File: config.mk
export PLATFORM = sky130hd
export DESIGN_NAME = periph_runstate_ctrl
export DESIGN_NICKNAME = d
export VERILOG_FILES = /design/src/rtl/runstate_pkg.sv /design/src/rtl/rs_reg_if.sv /design/src/rtl/rs_settle_timer.sv /design/src/rtl/rs_state_fsm.sv /design/src/rtl/periph_runstate_ctrl.sv
export SDC_FILE = /design/constraint.sdc
export NUM_CORES = 1
export LEC_CHECK = 0
export ABC_AREA = 1
export BUFFER_PORTS_ARGS = -buffer_cell sky130_fd_sc_hd__clkbuf_2
export CORE_MARGIN = 2
export CORE_UTILIZATION = 35
export DETAILED_ROUTE_END_ITERATION = 16
export PLACE_DENSITY = 0.79
export RECOVER_POWER = 100
export SYNTH_ARGS = -nofsm -noshare
export SYNTH_HDL_FRONTEND = slang
export SYNTH_SLANG_ARGS = --single-unit
File: constraint.sdc
create_clock -name clk -period 1.35 [get_ports clk]
set_input_delay 0.2025 -clock clk [delete_from_list [all_inputs] [get_ports clk]]
set_output_delay 0.2025 -clock clk [all_outputs]
set_load 0.02 [all_outputs]
File: src/rtl/runstate_pkg.sv
package runstate_pkg;
    // Low two bits are the code read back by software.
    typedef enum logic [2:0] {
        RS_RESET       = 3'b000,
        RS_RUN         = 3'b001,
        RS_PAUSE       = 3'b011,
        RS_PAUSE_ARMED = 3'b111
    } rs_state_e;

    localparam logic [1:0] CODE_RESET = 2'd0;
    localparam logic [1:0] CODE_RUN   = 2'd1;
    localparam logic [1:0] CODE_CLEAR = 2'd2;
    localparam logic [1:0] CODE_PAUSE = 2'd3;
endpackage

File: src/rtl/rs_reg_if.sv
module rs_reg_if #(
    parameter int DATA_W     = 32,
    parameter int ADDR_W     = 2,
    parameter int ADDR_STATE = 0,
    parameter int ADDR_SWRST = 1
) (
    input  logic              reg_wr,
    input  logic [ADDR_W-1:0] reg_addr,
    input  logic [DATA_W-1:0] reg_wdata,
    input  logic              settle_ok,
    input  logic [1:0]        cur_code,
    output logic              state_wr,
    output logic [1:0]        req_code,
    output logic              swrst,
    output logic [DATA_W-1:0] reg_rdata
);
    localparam int PAD_W = DATA_W - 3;

    logic sel_state, sel_swrst;
    logic unused_wdata;

    assign sel_state    = (reg_addr == ADDR_W'(ADDR_STATE));
    assign sel_swrst    = (reg_addr == ADDR_W'(ADDR_SWRST));
    assign state_wr     = reg_wr && sel_state;
    assign req_code     = reg_wdata[1:0];
    assign swrst        = reg_wr && sel_swrst && reg_wdata[0];
    assign unused_wdata = ^reg_wdata[DATA_W-1:2];

    always_comb begin
        reg_rdata = '0;
        if (sel_state)
            reg_rdata = {{PAD_W{1'b0}}, settle_ok, cur_code};
    end
endmodule

File: src/rtl/rs_settle_timer.sv
module rs_settle_timer #(
    parameter int SETTLE_CYCLES = 4
) (
    input  logic clk,
    input  logic rst_n,
    input  logic swrst,
    input  logic start,
    output logic settle_ok
);
    localparam int CNT_W = $clog2(SETTLE_CYCLES + 1);

    logic [CNT_W-1:0] cnt_q;

    always_ff @(posedge clk or negedge rst_n) begin
        if (!rst_n)
            cnt_q <= '0;
        else if (swrst)
            cnt_q <= '0;
        else if (start)
            cnt_q <= CNT_W'(SETTLE_CYCLES);
        else if (cnt_q != '0)
            cnt_q <= cnt_q - 1'b1;
    end

    assign settle_ok = (cnt_q == '0);
endmodule

File: src/rtl/rs_state_fsm.sv
module rs_state_fsm
    import runstate_pkg::*;
(
    input  logic      clk,
    input  logic      rst_n,
    input  logic      swrst,
    input  logic      accept,
    input  logic [1:0] req_code,
    output rs_state_e state_q,
    output logic      fifo_flush,
    output logic      cnt_clear,
    output logic      shift_en,
    output logic      hold,
    output logic      ofifo_wr_ok
);
    rs_state_e state_d;

    always_comb begin
        state_d = state_q;
        if (accept) begin
            unique case (state_q)
                RS_RESET, RS_RUN: begin
                    if (req_code == CODE_RUN)        state_d = RS_RUN;
                    else if (req_code == CODE_PAUSE) state_d = RS_PAUSE;
                    else                             state_d = RS_RESET;
                end
                RS_PAUSE: begin
                    if (req_code == CODE_CLEAR)    state_d = RS_PAUSE_ARMED;
                    else if (req_code == CODE_RUN) state_d = RS_RUN;
                    else                           state_d = RS_PAUSE;
                end
                RS_PAUSE_ARMED: begin
                    if (req_code == CODE_CLEAR)    state_d = RS_RESET;
                    else if (req_code == CODE_RUN) state_d = RS_RUN;
                    else                           state_d = RS_PAUSE;
                end
                default: state_d = RS_RESET;
            endcase
        end
    end

    always_ff @(posedge clk or negedge rst_n) begin
        if (!rst_n)
            state_q <= RS_RESET;
        else if (swrst)
            state_q <= RS_RESET;
        else
            state_q <= state_d;
    end

    always_comb begin
        fifo_flush  = 1'b0;
        cnt_clear   = 1'b0;
        shift_en    = 1'b0;
        hold        = 1'b0;
        ofifo_wr_ok = 1'b0;
        unique case (state_q)
            RS_RESET: begin
                fifo_flush = 1'b1;
                cnt_clear  = 1'b1;
            end
            RS_RUN: begin
                shift_en    = 1'b1;
                ofifo_wr_ok = 1'b1;
            end
            RS_PAUSE, RS_PAUSE_ARMED: begin
                hold        = 1'b1;
                ofifo_wr_ok = 1'b1;
            end
            default: begin
                fifo_flush = 1'b1;
                cnt_clear  = 1'b1;
            end
        endcase
    end
endmodule

File: src/rtl/periph_runstate_ctrl.sv
module periph_runstate_ctrl
    import runstate_pkg::*;
#(
    parameter int DATA_W        = 32,
    parameter int ADDR_W        = 2,
    parameter int ADDR_STATE    = 0,
    parameter int ADDR_SWRST    = 1,
    parameter int SETTLE_CYCLES = 4
) (
    input  logic              clk,
    input  logic              rst_n,
    input  logic              reg_wr,
    input  logic [ADDR_W-1:0] reg_addr,
    input  logic [DATA_W-1:0] reg_wdata,
    output logic [DATA_W-1:0] reg_rdata,
    output logic              fifo_flush,
    output logic              cnt_clear,
    output logic              shift_en,
    output logic              hold,
    output logic              ofifo_wr_ok
);
    rs_state_e  state_q;
    logic       settle_ok;
    logic       state_wr;
    logic       accept;
    logic       swrst;
    logic [1:0] req_code;

    assign accept = state_wr && settle_ok;

    rs_reg_if #(
        .DATA_W(DATA_W), .ADDR_W(ADDR_W),
        .ADDR_STATE(ADDR_STATE), .ADDR_SWRST(ADDR_SWRST)
    ) u_reg_if (
        .reg_wr(reg_wr), .reg_addr(reg_addr), .reg_wdata(reg_wdata),
        .settle_ok(settle_ok), .cur_code(state_q[1:0]),
        .state_wr(state_wr), .req_code(req_code), .swrst(swrst),
        .reg_rdata(reg_rdata)
    );

    rs_settle_timer #(.SETTLE_CYCLES(SETTLE_CYCLES)) u_timer (
        .clk(clk), .rst_n(rst_n), .swrst(swrst), .start(accept),
        .settle_ok(settle_ok)
    );

    rs_state_fsm u_fsm (
        .clk(clk), .rst_n(rst_n), .swrst(swrst), .accept(accept),
        .req_code(req_code), .state_q(state_q),
        .fifo_flush(fifo_flush), .cnt_clear(cnt_clear),
        .shift_en(shift_en), .hold(hold), .ofifo_wr_ok(ofifo_wr_ok)
    );
endmodule

==> results.sh, run 1 <==
export IMPL_status="complete, no violations"
export IMPL_cp_required_ns=1.15
export IMPL_grt_pass1_vias=528
export IMPL_die_area_um2=2500
export IMPL_ys_warn_count=0
export IMPL_synth_top_area_cell="buf_4"
export IMPL_r2r_end="u_fsm.state_q[1]"
export IMPL_synth_area_top_cells="buf_4, dfrtp_1, nand2_1"
export IMPL_gp_congestion=0.858
export IMPL_synth_area_per_cell_um2=6.85
export IMPL_ys_ff_latch=6
export IMPL_rows=16
export IMPL_synth_top_area_frac=0.305
export IMPL_vias=633
export IMPL_setup_viol=0
export IMPL_rrSetupSlack_ns=0.05
export IMPL_synth_fa_ha_area_frac=0.0846
export IMPL_setup_worst_path_end_class="output pin"
export IMPL_synth_main_ff_cell="dfrtp_1"
export IMPL_min_period_ns=1.34
export IMPL_async_reset_ff_frac=1.00
export IMPL_start_util=0.373
export IMPL_finalCritPeriodShare=0.992
export IMPL_hold_path_end="u_timer.cnt_q[2]"
export IMPL_worstSkewPairLatency_ns=0.24
export IMPL_hp_class="in -> reg"
export IMPL_vias_per_cell=4.03
export IMPL_hp_start="reg_wr"
export IMPL_cts_sinks=6
export IMPL_synth_top_cells_by_count="buf_4, nand2_1, inv_1"
export IMPL_numPortBuffers=14
export IMPL_place_inst=147
export IMPL_drive_gt1_frac=0.262
export IMPL_htree_levels=1
export IMPL_totalWireLength_mm=1.30
export IMPL_synthesis_instances=108
export IMPL_cts_root_buf="clkbuf_4"
export IMPL_synth_area_um2=739
export IMPL_avgRoutedWirePerCell_um=8.31
export IMPL_io_pins=74
export IMPL_fmax_mhz=747
export IMPL_diodes=0
export IMPL_tritoncts="built"
export IMPL_core_um2=1980
export IMPL_synth_edf_count=0
export IMPL_slew_viol_final=0
export IMPL_synth_most_common_cell="buf_4"
export IMPL_antenna_found_initial=0
export IMPL_die_x_um=50.0
export IMPL_finalHoldWorstSlack_ns=0.301
export IMPL_nets=174
export IMPL_yosys_area_share_simple=0.254
export IMPL_hpwl_mm=1.01
export IMPL_critPathMaxFanout=2
export IMPL_arrival_ns=1.14
export IMPL_crit_type="reg -> out"
export IMPL_startpoint_type="flip-flop"
export IMPL_grt_max_degree=8
export IMPL_antenna_left=0
export IMPL_drc_errors=0
export IMPL_synth_seq_area_share=0.203
export IMPL_clock_path_buffers=2
export IMPL_whs_path_depth=3
export IMPL_drt_iter0_drc=13
export IMPL_numCtsBuffers=3
export IMPL_die_h_um=50.0
export IMPL_rsz0062_at_grt="yes"
export IMPL_path_clk_slew_ns=0.04
export IMPL_synth_compound_area_frac=0.0338
export IMPL_r2r_cells=9
export IMPL_peakVddDrop_mv=0.472
export IMPL_reg2reg_from="u_timer.cnt_q[1]"
export IMPL_synth_top_family_by_area="buffers and inverters"
export IMPL_layoutNonFillerInstCount=157
export IMPL_nFillCells=213
export IMPL_synth_xor_area_frac=0.0237
export IMPL_yosysUniqueCellTypes=18
export IMPL_syn_to_final_growth_pct=15.7
export IMPL_hold_violations=0
export IMPL_grt_overflow=0
export IMPL_finClkSkew_ns=0.000276
export IMPL_p_per_area_nw_per_um2=1530
export IMPL_grt_pass1_wl_mm=2.06
export IMPL_muxShareOfSynthArea=0
export IMPL_dr_pass1_iters=4
export IMPL_drv_cap=0
export IMPL_p_leak_uw=0.000518
export IMPL_grt_use_total=0.109
export IMPL_power_uw=1310
## worst max path at each step
stage,startpoint,to,slack (ns),cells after the start
after CTS,u_timer.cnt_q[1],reg_rdata[2],-0.01,5
after detailed placement,u_timer.cnt_q[0],u_fsm.state_q[0],0.08,8
after floorplan,u_fsm.state_q[2],fifo_flush,0.06,3
after global routing,u_fsm.state_q[1],hold,-0.03,3
after global placement,u_timer.cnt_q[0],u_fsm.state_q[0],0.13,8
final,u_timer.cnt_q[1],reg_rdata[2],0.01,5
## sequential cells by signal, summed over array words and instances (netlist names)
signal and count:
u_timer.cnt_q 3, u_fsm.state_q 3
## through the flow
step / TNS (ns) / utilization / instance area, µm² / worst slack (ns)
2_1_floorplan: 0 / - / 845 / 0.0633
3_3_place_gp: 0 / 0.365 / 723 / 0.129
3_5_place_dp: 0 / 0.365 / 723 / 0.0792
4_1_cts: -0.0147 / 0.404 / 801 / -0.0147
5_1_grt: -0.0985 / 0.432 / 856 / -0.0267
6_report: 0 / 0.432 / 856 / 0.0108
## critical path, cell delays in order (launching register included)
cell and delay, ns:
dfrtp_1 0.38, inv_2 0.08, ha_4 0.15, nand2_4 0.06, nor2_4 0.11, buf_6 0.12
## layout make-up
type                    count  area (µm²)  area share
multi-input cells          82         445       0.520
flip-flops and latches      6         150       0.175
repair buffers             21         134       0.156
inverters                  18        70.1      0.0819
well taps                  27        33.8      0.0395
clock buffers               3        22.5      0.0263
## per-layer routing
layer | wire (µm) | track usage | share of wire
met5 | 0 | 0 | 0
met1 | 518 | 0.116 | 0.40
met3 | 111 | 0.0273 | 0.085
met4 | 3 | 0.0741 | 0.0023
met2 | 670 | 0.189 | 0.51
## power breakdown
part	total [µW]	internal, µW	switching [µW]
clock network	155	99.9	54.8
logic	849	364	484
registers	310	248	61.8
## logic make-up (layout without fill, tap and decap cells)
family                     after synthesis  count (layout)
buffers and inverters                   48              42
and+or+nand+nor                         41              41
DFF                                      6               6
adders and majority gates                5               5
AOI/OAI and AO/OA                        5               5
xor gates and xnor gates                 2               2
other                                    1              29
## layout by cell type, fill, tap and decap left out, types with 2 or more instances in the layout
cell type,Yosys,routed
nand3_1,6,6
ha_1,5,4
inv_2,0,2
conb_1,1,29
nor2_1,8,7
clkbuf_4,0,3
dfrtp_1,6,6
clkbuf_2,0,12
nor3_1,2,2
nand2_1,19,18
o21ai_0,3,2
a21oi_1,2,2
buf_4,30,5
inv_1,18,15
buf_6,0,2
nor2_4,1,3
## repair_timing
item,CTS,global route
gates resized for setup,7,10
setup endpoints to repair,4,7
setup buffers,3,3
pin swaps,1,7
hold buffers,1,0
endpoints found under the hold margin,6,0
(Power assumes the default switching activity.)
==> run 2: changes to the inputs <==
--- a/config.mk
+++ b/config.mk
@@ -7,6 +7,7 @@
 export LEC_CHECK = 0
 export ABC_AREA = 1
 export BUFFER_PORTS_ARGS = -buffer_cell sky130_fd_sc_hd__clkbuf_2
+export CORE_ASPECT_RATIO = 0.75
 export CORE_MARGIN = 2
 export CORE_UTILIZATION = 35
 export DETAILED_ROUTE_END_ITERATION = 16
==> results.sh, run 2 (synthesized netlist as in run 1, its figures left out) <==
export IMPL_status="complete, no violations"
export IMPL_rows=14
export IMPL_power_uw=1320
export IMPL_antenna_left=0
export IMPL_setup_worst_path_end_class="output pin"
export IMPL_finalHoldWorstSlack_ns=0.281
export IMPL_die_area_um2=2500
export IMPL_finalCritPeriodShare=0.997
export IMPL_drc_errors=0
export IMPL_crit_type="reg -> out"
export IMPL_peakVddDrop_mv=0.638
export IMPL_antenna_found_initial=0
export IMPL_path_clk_slew_ns=0.04
export IMPL_cts_sinks=6
export IMPL_arrival_ns=1.14
export IMPL_grt_pass1_vias=503
export IMPL_cp_required_ns=1.15
export IMPL_vias=609
export IMPL_hold_violations=0
export IMPL_startpoint_type="flip-flop"
export IMPL_grt_max_degree=8
export IMPL_slew_viol_final=0
export IMPL_rsz0062_at_grt="yes"
export IMPL_grt_overflow=0
export IMPL_io_pins=74
export IMPL_top_regs="u_fsm.state_q x3, u_timer.cnt_q x3"
export IMPL_slowest_delay_ns=0.38
export IMPL_drive_gt1_frac=0.275
export IMPL_totalWireLength_mm=1.26
export IMPL_vias_per_cell=3.93
export IMPL_gp_congestion=0.780
export IMPL_clock_path_buffers=2
export IMPL_worstSkewPairLatency_ns=0.24
export IMPL_crit_path_top_delay_cell="dfrtp_1"
export IMPL_p_per_area_nw_per_um2=1530
export IMPL_crit_chain="inv_2 -> ha_4 -> nand2_4 -> nor2_4 -> buf_8"
export IMPL_p_leak_uw=0.000525
export IMPL_path_delay_family="flip-flops"
export IMPL_min_period_ns=1.35
export IMPL_finClkSkew_ns=0.000223
export IMPL_drt_iter0_drc=4
export IMPL_fmax_mhz=743
export IMPL_numPortBuffers=14
export IMPL_syn_to_final_growth_pct=16.8
export IMPL_grt_pass1_wl_mm=2.05
export IMPL_htree_levels=1
export IMPL_fin_tns_setup_ns=0
export IMPL_cp_num_buf_inv=2
export IMPL_tritoncts="built"
export IMPL_drv_cap=0
export IMPL_die_x_um=57.1
export IMPL_avgRoutedWirePerCell_um=8.12
export IMPL_core_um2=2000
export IMPL_nets=175
export IMPL_grt_use_total=0.105
export IMPL_hp_class="in -> reg"
export IMPL_dp_slack_ns=0.0708
export IMPL_mostFrequentLayoutCell="conb_1"
export IMPL_cts_root_buf="clkbuf_4"
export IMPL_start_util=0.370
export IMPL_setup_viol=0
export IMPL_numCtsBuffers=3
export IMPL_diodes=0
export IMPL_dr_pass1_iters=4
export IMPL_fin_ws_ns=0.00355
export IMPL_hpwl_um=977
export IMPL_layout_common_cells="conb_1, nand2_1, inv_1, clkbuf_2"
export IMPL_critPathMaxFanout=3
export IMPL_die_h_um=43.8
==> run 2: cell types whose count changed in the layout (fill, tap and decap cells not counted), sizes merged <==
cell    previous run  this run
clkbuf            16        15
buf                7         9
==> run 2: routing by layer <==
| layer | global-route usage | wire length [µm] | vias to the layer above | share of wire |
|---|---|---|---|---|
| met5 | 0 | 0 | - | 0 |
| met4 | 0.0419 | 6 | 0 | 0.0048 |
| met3 | 0.0299 | 101 | 2 | 0.080 |
| met2 | 0.172 | 627 | 28 | 0.50 |
| met1 | 0.132 | 524 | 267 | 0.42 |
| li1 | - | - | 312 | - |
==> run 2: timing repair <==
action,in CTS,in global routing
endpoints found under the setup margin,4,9
pin swaps,1,5
hold buffers,1,0
endpoints found under the hold margin,6,0
gates resized for setup,10,9
setup buffers,3,4
==> run 2: path summary, 6_finish.rpt <==
path | start | end | slack (ns) | cells after the start
worst max-delay path | u_timer.cnt_q[1] | reg_rdata[2] | 0.004 | 5
min in group asynchronous | rst_n | u_timer.cnt_q[2] | 0.36 | 2
worst min-delay path | reg_wr | u_timer.cnt_q[2] | 0.28 | 3
worst max register to register | u_timer.cnt_q[1] | u_fsm.state_q[0] | 0.05 | 9
worst min register to register | u_timer.cnt_q[1] | u_timer.cnt_q[1] | 0.56 | 2
max in group asynchronous | rst_n | u_fsm.state_q[2] | 0.75 | 2
==> run 2: cell type report <==
cell class | count | area, µm²
Clock buffer | 3 | 22.5
Sequential cell | 6 | 150
Tap cell | 24 | 30.0
Multi-Input combinational cell | 82 | 445
Inverter | 18 | 67.6
Fill cell | 214 | 1130
Timing Repair Buffer | 22 | 148
==> run 2: worst reg2reg max path, stage by stage, from the launching register on <==
cell	delay, ns
dfrtp_1	0.38
inv_2	0.08
ha_4	0.16
buf_6	0.09
inv_2	0.03
nor2_4	0.15
nand3_4	0.13
nor2_4	0.10
nand2_1	0.06
nand2_1	0.05
==> run 2: stage by stage <==
stage                      util  instances  instance area, µm²
after global routing      0.432        155                 863
after floorplan               -        136                 845
final                     0.432        155                 863
after detailed placement  0.360        144                 719
after CTS                 0.406        151                 811
after global placement    0.360        144                 719
==> run 2: where the power goes <==
| group | leakage (µW) | total (µW) | internal (µW) | switching, µW |
|---|---|---|---|---|
| registers | 0.0000775 | 309 | 248 | 60.9 |
| logic | 0.000434 | 848 | 375 | 473 |
| clock network | 0.0000138 | 165 | 101 | 64.5 |
